## src/rtl/tick_pkg.sv

```systemverilog
package tick_pkg;

    typedef enum logic {
        SEL_COUNT = 1'b0,
        SEL_CMP   = 1'b1
    } reg_sel_e;

    localparam int unsigned TICK_CNT_W_DEFAULT = 63;

endpackage

```

## src/rtl/tick_counter.sv

```systemverilog
module tick_counter #(
    parameter int unsigned CNT_W = 63
) (
    input  logic             clk,
    input  logic             rst_n,
    input  logic             tick_en,
    input  logic             wr_en,
    input  logic [CNT_W:0]   wdata,
    output logic [CNT_W-1:0] cnt_q,
    output logic             npt_q
);

    typedef struct packed {
        logic [CNT_W-1:0] cnt;
        logic             npt;
    } cstate_t;

    cstate_t st_d, st_q;

    always_comb begin
        st_d = st_q;
        if (wr_en) begin
            st_d.cnt = wdata[CNT_W-1:0];
            st_d.npt = wdata[CNT_W];
        end else if (tick_en) begin
            st_d.cnt = st_q.cnt + {{(CNT_W-1){1'b0}}, 1'b1};
        end
    end

    always_ff @(posedge clk) begin
        if (!rst_n) begin
            st_q <= '0;
        end else begin
            st_q <= st_d;
        end
    end

    assign cnt_q = st_q.cnt;
    assign npt_q = st_q.npt;

endmodule

```

## src/rtl/tick_compare.sv

```systemverilog
module tick_compare #(
    parameter int unsigned CNT_W = 63
) (
    input  logic             clk,
    input  logic             rst_n,
    input  logic             wr_en,
    input  logic [CNT_W:0]   wdata,
    input  logic [CNT_W-1:0] cnt,
    input  logic             irq_clr,
    output logic [CNT_W:0]   cmp_q,
    output logic             pend_q
);

    typedef struct packed {
        logic [CNT_W:0] cmp;
        logic           pend;
    } pstate_t;

    pstate_t st_d, st_q;
    logic    armed;
    logic    hit;

    always_comb begin
        armed = !st_q.cmp[CNT_W] && (st_q.cmp != '0);
        hit   = armed && (cnt == st_q.cmp[CNT_W-1:0]);
        st_d  = st_q;
        if (wr_en) begin
            st_d.cmp = wdata;
        end
        if (irq_clr) begin
            st_d.pend = 1'b0;
        end else if (hit) begin
            st_d.pend = 1'b1;
        end
    end

    always_ff @(posedge clk) begin
        if (!rst_n) begin
            st_q.cmp  <= {1'b1, {CNT_W{1'b0}}};
            st_q.pend <= 1'b0;
        end else begin
            st_q <= st_d;
        end
    end

    assign cmp_q  = st_q.cmp;
    assign pend_q = st_q.pend;

endmodule

```

## src/rtl/tick_rdport.sv

```systemverilog
module tick_rdport
    import tick_pkg::*;
#(
    parameter int unsigned CNT_W = 63
) (
    input  logic             clk,
    input  logic             rst_n,
    input  logic             rd_req,
    input  reg_sel_e         sel,
    input  logic             priv,
    input  logic [CNT_W-1:0] cnt,
    input  logic             npt,
    input  logic [CNT_W:0]   cmp,
    output logic             rd_valid,
    output logic [CNT_W:0]   rd_data,
    output logic             rd_trap
);

    typedef struct packed {
        logic           valid;
        logic [CNT_W:0] data;
        logic           trap;
    } rstate_t;

    rstate_t st_d, st_q;
    logic    deny;

    always_comb begin
        deny       = rd_req && (sel == SEL_COUNT) && !priv && npt;
        st_d.valid = rd_req;
        st_d.trap  = deny;
        if (!rd_req || deny) begin
            st_d.data = '0;
        end else if (sel == SEL_COUNT) begin
            st_d.data = {npt, cnt};
        end else begin
            st_d.data = cmp;
        end
    end

    always_ff @(posedge clk) begin
        if (!rst_n) begin
            st_q <= '0;
        end else begin
            st_q <= st_d;
        end
    end

    assign rd_valid = st_q.valid;
    assign rd_data  = st_q.data;
    assign rd_trap  = st_q.trap;

endmodule

```

## src/rtl/tick_cmp_unit.sv

```systemverilog
module tick_cmp_unit
    import tick_pkg::*;
#(
    parameter int unsigned CNT_W = TICK_CNT_W_DEFAULT
) (
    input  logic             clk,
    input  logic             rst_n,
    input  logic             tick_en,
    input  logic             acc_valid,
    input  logic             acc_write,
    input  logic             acc_sel,
    input  logic             acc_priv,
    input  logic [CNT_W:0]   acc_wdata,
    input  logic             irq_clr,
    output logic             rd_valid,
    output logic [CNT_W:0]   rd_data,
    output logic             rd_trap,
    output logic             irq
);

    localparam int unsigned REG_W = CNT_W + 1;

    reg_sel_e         sel;
    logic             cnt_wr, cmp_wr, rd_req;
    logic [CNT_W-1:0] cnt_w;
    logic             npt_w;
    logic [REG_W-1:0] cmp_w;

    always_comb begin
        sel    = reg_sel_e'(acc_sel);
        cnt_wr = acc_valid && acc_write && (sel == SEL_COUNT);
        cmp_wr = acc_valid && acc_write && (sel == SEL_CMP);
        rd_req = acc_valid && !acc_write;
    end

    tick_counter #(.CNT_W(CNT_W)) u_cnt (
        .clk     (clk),
        .rst_n   (rst_n),
        .tick_en (tick_en),
        .wr_en   (cnt_wr),
        .wdata   (acc_wdata),
        .cnt_q   (cnt_w),
        .npt_q   (npt_w)
    );

    tick_compare #(.CNT_W(CNT_W)) u_cmp (
        .clk     (clk),
        .rst_n   (rst_n),
        .wr_en   (cmp_wr),
        .wdata   (acc_wdata),
        .cnt     (cnt_w),
        .irq_clr (irq_clr),
        .cmp_q   (cmp_w),
        .pend_q  (irq)
    );

    tick_rdport #(.CNT_W(CNT_W)) u_rd (
        .clk      (clk),
        .rst_n    (rst_n),
        .rd_req   (rd_req),
        .sel      (sel),
        .priv     (acc_priv),
        .cnt      (cnt_w),
        .npt      (npt_w),
        .cmp      (cmp_w),
        .rd_valid (rd_valid),
        .rd_data  (rd_data),
        .rd_trap  (rd_trap)
    );

endmodule

```

## config.mk

```make
export PLATFORM = sky130hd
export DESIGN_NAME = tick_cmp_unit
export DESIGN_NICKNAME = d
export VERILOG_FILES = /design/src/rtl/tick_pkg.sv /design/src/rtl/tick_counter.sv /design/src/rtl/tick_compare.sv /design/src/rtl/tick_rdport.sv /design/src/rtl/tick_cmp_unit.sv
export SDC_FILE = /design/constraint.sdc
export NUM_CORES = 1
export LEC_CHECK = 0
export ABC_CLOCK_PERIOD_IN_PS = 2100
export CAP_MARGIN = 20
export CORE_MARGIN = 3
export CORE_UTILIZATION = 30
export DETAILED_ROUTE_END_ITERATION = 7
export REMOVE_ABC_BUFFERS = 1
export SLEW_MARGIN = 20
export SYNTH_ARGS = -nofsm -noshare
export SYNTH_HDL_FRONTEND = slang
export SYNTH_SLANG_ARGS = --single-unit
```

## constraint.sdc

```tcl
create_clock -name clk -period 2.1 [get_ports clk]
set_input_delay 0.42 -clock clk [delete_from_list [all_inputs] [get_ports clk]]
set_output_delay 0.42 -clock clk [all_outputs]
set_load 0.01 [all_outputs]
```

-- Word-level counts from Yosys, hierarchy flattened
Cells that the tools add are included.
- add/sub/neg operators: 1
- multiplexer cells: 3
- reduce and logical (&&, ||, !) cells: 18
- eq/ne operators: 1
- bitwise operators: 2
- operator list (kind ; number):
    63-bit two-way mux ; 2
    64-bit two-way mux ; 1
    64-bit nonzero test ; 1
    63-bit by 1-bit adder with 63-bit output (second input constant) ; 1
    63-bit == test ; 1
    1-bit logical AND ; 9
    1-bit zero test ; 4
    2-bit OR reduction ; 2
    1-bit inverter ; 2
    2-bit nonzero test ; 1
    1-bit logical OR ; 1
- input port bits: 72
- word-level logic and storage cells: 32
- output and inout port bits: 67
- register bits: 195

-- Logic depth before layout (Yosys ltp)
Gate-level depths: netlist of run 1.
- word-level depth: 7
- mapped depth: 7
- gate-level depth less buffers: 6

-- Cells and area by module
A second synthesis of run 1 with hierarchy kept.
- cells, all modules: 982
- area total of the unflattened synthesis: 9640.5 µm²
- by module, submodules not included (module ; area each (µm²) ; seq. area each (µm²) ; times used ; cells an instance):
    tick_counter ; 3425.8 ; 1281.2 ; 1 ; 421
    tick_compare ; 3324.4 ; 1301.2 ; 1 ; 339
    tick_rdport ; 2864.0 ; 1321.3 ; 1 ; 219
    tick_cmp_unit ; 26.3 ; 0.0 ; 1 ; 3

-- Worst setup path before layout of run 1
No wires, ideal clock.
- path kind: flip-flop to flip-flop
- from: register u_cnt.st_q (netlist bit u_cnt.cnt_q[1])
- to: register u_cnt.st_q (netlist bit u_cnt.cnt_q[44])
- clock period less this slack: 2108 ps
- setup slack: -8 ps
- library setup time: 74 ps
- data required time: 2026 ps
- path buffers: 1
- arrival: 2034 ps
- stages on the path, launching flop included: 8
- cell sequence: dfxtp_1 -> ha_1 -> nand2_1 -> nor3_1 -> nand3_1 -> buf_2 -> or4_1 -> a31oi_1
- cells in the longest elaborated chain, start to end: 3
- ends and longest elaborated chain (item ; line ; text):
    start, declared ; tick_counter.sv:18 ; cstate_t st_d, st_q;
    start signal, assigned ; tick_counter.sv:34 ; st_q <= st_d;
    63-bit by 1-bit adder with 63-bit output ; tick_counter.sv:26 ; st_d.cnt = st_q.cnt + {{(CNT_W-1){1'b0}}, 1'b1};
    63-bit two-way mux ; tick_counter.sv:25 ; end else if (tick_en) begin
    63-bit two-way mux ; tick_counter.sv:22 ; if (wr_en) begin
No other way between the ends. The select of a mux whose other input is x is not followed.
A chain may end at the register's enable or synchronous reset.

-- Worst setup path in the final report of run 1
- from: register u_cnt.st_q (netlist bit u_cnt.cnt_q[5])
- to: register u_cnt.st_q (netlist bit u_cnt.cnt_q[39])
The elaborated chain is that of the path after synthesis.

==> results of run 1 <==
==> sequential cells by signal (all words and copies together) (netlist names) <==
| register | count |
|---|---|
| u_rd.rd_valid | 1 |
| u_rd.rd_data | 64 |
| u_cnt.cnt_q | 63 |
| u_rd.rd_trap | 1 |
| u_cmp.pend_q | 1 |
| u_cmp.cmp_q | 64 |
| u_cnt.npt_q | 1 |
==> routing by layer <==
metal	vias up	routed length (um)	share of wire
li1	4368	-	-
met3	37	2096	0.061
met4	0	713	0.021
met2	324	15870	0.46
met1	4420	15790	0.46
met5	-	0	0
==> final cells by class <==
| cell class | instances | area (um^2) |
|---|---|---|
| fill | 2949 | 17060 |
| multi-input combinational | 808 | 4937 |
| sequential | 195 | 3916 |
| timing repair buffer | 298 | 2725 |
| clock buffer | 24 | 511.7 |
| tap | 390 | 488.0 |
| clock inverter | 7 | 96.34 |
| inverter | 16 | 60.06 |
==> Yosys cell counts, types with 2 or more instances <==
library cell    n
clkbuf_1       49
nor3_1          7
a2111o_1        4
o22ai_1         5
dfxtp_1       195
a31oi_1        27
o31ai_1        18
nor2_1         91
xor2_1         16
nand2b_1        7
nor2b_1        15
and4_1          9
buf_1          14
inv_1          15
xnor2_1        56
nand4_1        38
a21oi_1        85
nand4_4         2
nand2_1       157
buf_2          14
nor4_1         30
a311oi_1        5
nand3_1        29
o2111ai_1       2
a211oi_1        9
or4_1          21
o21ai_0        62
nand3b_1        2
and2_1          9
or3_1          11
and3_1          8
mux2i_1        66
nand4_2         2
==> repair_timing <==
| item | CTS | global route |
|---|---|---|
| buffers inserted | 6 | 7 |
| resized for setup | 11 | 13 |
| pin swaps | 2 | 15 |
| setup endpoints to repair | 17 | 26 |
| cloned | 1 | 0 |
==> per-stage QoR <==
step / area (um^2) / total power [mW] / cells
floorplan: 8820 / 4.466 / 1018
global placement: 11940 / 5.130 / 1694
detailed placement: 11940 / 5.131 / 1694
CTS: 12640 / 8.560 / 1732
global route: 12730 / 8.780 / 1738
finish: 12730 / 8.517 / 1738
==> path summary, 6_finish.rpt <==
check                    end  cells after the start       startpoint
min             u_rd.rd_trap                      3          acc_sel
max          u_cnt.cnt_q[39]                      7   u_cnt.cnt_q[5]
max reg2reg  u_cnt.cnt_q[39]                      7   u_cnt.cnt_q[5]
min reg2reg  u_cmp.cmp_q[25]                      2  u_cmp.cmp_q[25]
==> cell families (layout without fill, tap and decap cells) <==
| group | Yosys count | count (layout) | synth area share |
|---|---|---|---|
| AOI/OAI and AO/OA | 221 | 221 | 0.1403 |
| xor gates and xnor gates | 72 | 72 | 0.06904 |
| adders and majority gates | 1 | 1 | 0.001370 |
| buffers and inverters | 94 | 345 | 0.04096 |
| DFF | 195 | 195 | 0.4274 |
| muxes | 66 | 66 | 0.07233 |
| and+or+nand+nor | 447 | 448 | 0.2486 |
==> report_power, final <==
group | switching, mW | total (mW) | internal, mW
clock | 1.51 | 3.45 | 1.94
sequential | 0.115 | 3.93 | 3.82
combinational | 0.604 | 1.13 | 0.527
==> tightest hold or removal path, stage by stage <==
cell,delay [ns]
buf_4,0.12
or3b_2,0.14
nor3_1,0.05
==> metrics.md, run 1 <==
| Metric | Value |
|---|---|
| Clock transition at path regs | `0.08 ns` |
| Crit path time final | `2.079 ns` |
| Diode count | `0` |
| DR vias/cell | `5.264` |
| GRT busiest layer | `met2` |
| Clk root buf | `clkbuf_16` |
| Core Util, Final | `0.4274` |
| Post-detailed-placement half-perimeter wirelength | `26030 um` |
| Worst Setup Path Type | `reg -> reg` |
| Hold WS | `0.3313 ns` |
| Mapped Cells | `1096` |
| Yosys cell types | `49` |
| Slew Viols, Final | `0` |
| Synth top area cells | `dfxtp_1, mux2i_1, nand2_1` |
| H-tree Lvls | `4` |
| Status | `finished, final reports clean` |
| Syn avg cell area | `8.334 um^2` |
| Num CTS Buffers | `17` |
| Number of port buffers | `138` |
| Cts hold-fix bufs | `0` |
| Worst-Margin Slew | `0.5282 ns` |
| Clock sink count | `195` |
| Met1 GRT Util | `0.2901` |
| Post-synth ARST share | `0` |
| Prevailing post-synth register cell | `dfxtp_1` |
| Final worst path period share | `0.9901` |
| First-pass GRT wire length | `52750 um` |
| Commonest cells after routing, fill and taps aside | `dfxtp_1, nand2_1, buf_4` |
| RSZ-0062 raised after global routing | `true` |
| Crit end category | `register` |
| Proportion of layout cells with a drive suffix above 1 | `0.1669` |
| Leakage | `4.580 nW` |
| GRT Util Overall | `0.2070` |
| Chip width | `180.5 um` |
| First drt pass iteration count | `5` |
| Synth top area share | `0.4274` |
| Vias in the first global route | `8790` |
| CP arrival | `2.46 ns` |
| Yosys warning total | `0` |
| Setup-failing EPs final | `0` |
| Nets | `1409` |
| Worst IR Drop VDD | `489.5 uV` |
| Area leader, netlist | `dfxtp_1` |
| Crit path buf inv count | `2` |
| Gp weighted congestion | `0.9696` |
| Largest net degree at the start of global routing | `79` |
| PD cells | `668.8 nW/um^2` |
| Overflow after GRT | `0` |
| Die H | `180.5 um` |
| Drt wl/cell | `19.83 um` |
| Initial core utilization | `0.3065` |
| Flip-flop and latch count after synthesis | `195` |
| CP top delay family | `simple AND/OR/NAND/NOR gates` |
| Final hold vios | `0` |
| Skew final | `0.01495 ns` |
| Core Footprint | `29800 um^2` |
| Layout area overhead | `39.42%` |
| Crit-path slowest cell | `or4_1` |
| Post-route DRC | `0` |
| Slew margin rel. | `0.6446` |
| Worst-Skew Late Latency | `0.45 ns` |
| CTS Buffer Depth | `2` |
| Num rows | `63` |
| FMAX | `480.9 MHz` |
| Global routing usage on met2 | `0.3326` |
| Crit-path cells | `nand4_4 > buf_4 > nor4_4 > buf_6 > nand3_4 > or4_1 > a31oi_1` |
| Setup ws final | `0.02073 ns` |
| Worst-path fanout max | `7` |
| Post-route ant nets | `0` |
| Die area | `32570 um^2` |
| I/O Pins | `139` |
| Worst Path Required | `2.48 ns` |
| Routing usage on met3 | `0.03189` |
| Crit path launch type | `register` |
| Commonest non-fill, non-tap cell in the layout | `dfxtp_1` |
| Final wirelength | `34470 um` |
| Worst R2R Setup Slack | `0.02 ns` |
| Pre-CTS setup slack | `-0.2436 ns` |
| Number of synthesized flops with an enable pin | `0` |
| Cell Area, Synth | `9134 um^2` |
| Initial DRC count | `795` |
| Initial antenna violation count | `0` |
| Worst min-delay path class | `in -> reg` |
| Worst stage delay on the critical path | `0.55 ns` |
| Max-cap violation count | `0` |
| CTS tree | `done` |
| Setup TNS | `0 ns` |
| Via count | `9149` |
| Seq/Total Area, Yosys | `0.4274` |
Power figures use the tool's default switching activity.
==> run 2: changes to the inputs <==
CORE_MARGIN = 4   (was 3)
TNS_END_PERCENT = 5   (was not set)
==> run 2 against run 1 <==
Compared with the run above: global-route usage down 0.19 points; sequential share of layout area down 0.11 points; routed wire length up 1.9%; critical endpoint is now u_cnt.cnt_q[51]; largest power group unchanged; highest routed layer is now met5.
==> metrics.md, run 2 (synthesis gave the netlist of run 1 again) <==
| Metric | Value |
|---|---|
| Post-route DRC | `0 (unchanged)` |
| Nets | `1402 (was 1409)` |
| Register area | `3910 um^2 (was 3916 um^2)` |
| Final worst path period share | `0.9842 (was 0.9901)` |
| Crit end category | `register (unchanged)` |
| Worst Path Required | `2.48 ns (about the same)` |
| Worst min-delay path class | `in -> reg (unchanged)` |
| PD cells | `690.7 nW/um^2 (was 668.8 nW/um^2)` |
| Setup TNS | `0 ns (unchanged)` |
| DR vias/cell | `5.229 (was 5.264)` |
| Post-layout instance area | `12760 um^2 (was 12730 um^2)` |
| Post-detailed-placement half-perimeter wirelength | `26400 um (was 26030 um)` |
| Clock sink count | `195 (unchanged)` |
| Initial core utilization | `0.3057 (was 0.3065)` |
| First-pass GRT wire length | `52760 um (was 52750 um)` |
| Worst-path fanout max | `8 (was 7)` |
| Placed cells | `1695 (was 1694)` |
| Worst-Skew Late Latency | `0.45 ns (about the same)` |
| Proportion of layout cells with a drive suffix above 1 | `0.1611 (was 0.1669)` |
| Hold WS | `0.3185 ns (was 0.3313 ns)` |
| Num CTS Buffers | `17 (unchanged)` |
| Core Util, Final | `0.4271 (was 0.4274)` |
| Final hold vios | `0 (unchanged)` |
| CTS Buffer Depth | `2 (unchanged)` |
| RSZ-0062 raised after global routing | `true (unchanged)` |
| Cts hold-fix bufs | `0 (unchanged)` |
| Vias in the first global route | `8870 (was 8790)` |
| Clock transition at path regs | `0.08 ns (about the same)` |
| Post-route ant nets | `0 (unchanged)` |
| Crit path time final | `2.067 ns (was 2.079 ns)` |
| Final wirelength | `35120 um (was 34470 um)` |
| Slew Viols, Final | `0 (unchanged)` |
| Chip width | `182.5 um (was 180.5 um)` |
| Status | `finished, final reports clean (unchanged)` |
| FMAX | `483.8 MHz (was 480.9 MHz)` |
| Diode count | `0 (unchanged)` |
| Skew final | `0.01235 ns (was 0.01495 ns)` |
| Leakage | `4.616 nW (was 4.580 nW)` |
| Die H | `182.5 um (was 180.5 um)` |
| Crit path launch type | `register (unchanged)` |
| GRT Util Overall | `0.2051 (was 0.2070)` |
| CP arrival | `2.45 ns (was 2.46 ns)` |
| Core Footprint | `29870 um^2 (was 29800 um^2)` |
| Number of port buffers | `138 (unchanged)` |
| Max-cap violation count | `0 (unchanged)` |
| Setup-failing EPs final | `0 (unchanged)` |
| Initial DRC count | `673 (was 795)` |
| Die area | `33300 um^2 (was 32570 um^2)` |
| H-tree Lvls | `4 (unchanged)` |
| Initial antenna violation count | `1 (was 0)` |
| FILL cells | `2977 (was 2949)` |
| Worst IR Drop VDD | `536.8 uV (was 489.5 uV)` |
| Overflow after GRT | `0 (unchanged)` |
| Largest net degree at the start of global routing | `79 (unchanged)` |
| Via count | `9052 (was 9149)` |
| Commonest cells after routing, fill and taps aside | `dfxtp_1, nand2_1, buf_4 (unchanged)` |
| Layout area overhead | `39.71% (was 39.42%)` |
| I/O Pins | `139 (unchanged)` |
| Multi-input logic area | `4974 um^2 (was 4937 um^2)` |
| First drt pass iteration count | `5 (unchanged)` |
| Num rows | `63 (unchanged)` |
| Drt wl/cell | `20.29 um (was 19.83 um)` |
| Clk root buf | `clkbuf_16 (unchanged)` |
| Gp weighted congestion | `0.9557 (was 0.9696)` |
| DP Area | `11960 um^2 (was 11940 um^2)` |
| Final Non-Filler Cells | `1731 (was 1738)` |
| CTS tree | `done (unchanged)` |
| Worst-Margin Slew | `0.5525 ns (was 0.5282 ns)` |
| Slew margin rel. | `0.6283 (was 0.6446)` |
| Worst Setup Path Type | `reg -> reg (unchanged)` |
| Commonest non-fill, non-tap cell in the layout | `dfxtp_1 (unchanged)` |
run 2: changes by cell type in the layout (fill, tap and decap cells not counted), sizes merged:
cell      before  now
buf          161  154
inv           16   17
clkinv         2    4
clkinvlp       3    1
bufinv         2    5
clkbuf        24   20
run 2: worst paths after layout:
path                            slack [ns]         endpoint       startpoint  cells past startpoint
worst min-delay path                  0.32     u_rd.rd_trap          acc_sel                      3
worst max register to register        0.03  u_cnt.cnt_q[51]   u_cnt.cnt_q[4]                      6
worst min register to register        0.49  u_cmp.cmp_q[25]  u_cmp.cmp_q[25]                      2
worst max-delay path                  0.03  u_cnt.cnt_q[51]   u_cnt.cnt_q[4]                      6
run 2: routing by layer:
layer,up-vias,part of all wire,global-route usage
met2,304,0.45,0.3187
met3,63,0.064,0.04664
met5,-,0.00037,0
met1,4318,0.46,0.2822
li1,4365,-,-
met4,2,0.028,0.06665
run 2: cell type report:
cell class,count,area share
multi-input combinational,808,0.3897
tap,390,0.03824
clock inverter,11,0.01579
inverter,16,0.004706
timing repair buffer,291,0.2101
clock buffer,20,0.03500
sequential,195,0.3064
run 2: power breakdown:
group | switching, mW | internal, mW
sequential | 0.111 | 3.82
clock | 1.58 | 2.16
combinational | 0.623 | 0.529
run 2: stage by stage:
step | worst slack (ns) | total power, mW
6_report | 0.03308 | 8.814
4_1_cts | -0.008450 | 8.832
3_5_place_dp | -0.2402 | 5.140
5_1_grt | -0.05457 | 9.090
3_3_place_gp | -0.1981 | 5.138
2_1_floorplan | -1.243 | 4.466
run 2: timing repair:
action	4_1_cts	5_1_grt
hold endpoints to repair	0	0
cloned	0	1
setup endpoints to repair	9	23
pin swaps	0	9
gates resized for setup	6	17
buffers inserted	0	4
run 2: critical path, stage by stage, from the launching register on:
cell	delay (ns)
dfxtp_1	0.37
nand4_4	0.15
or4_1	0.57
buf_6	0.17
nor3_2	0.16
or4b_1	0.44
a31oi_1	0.15
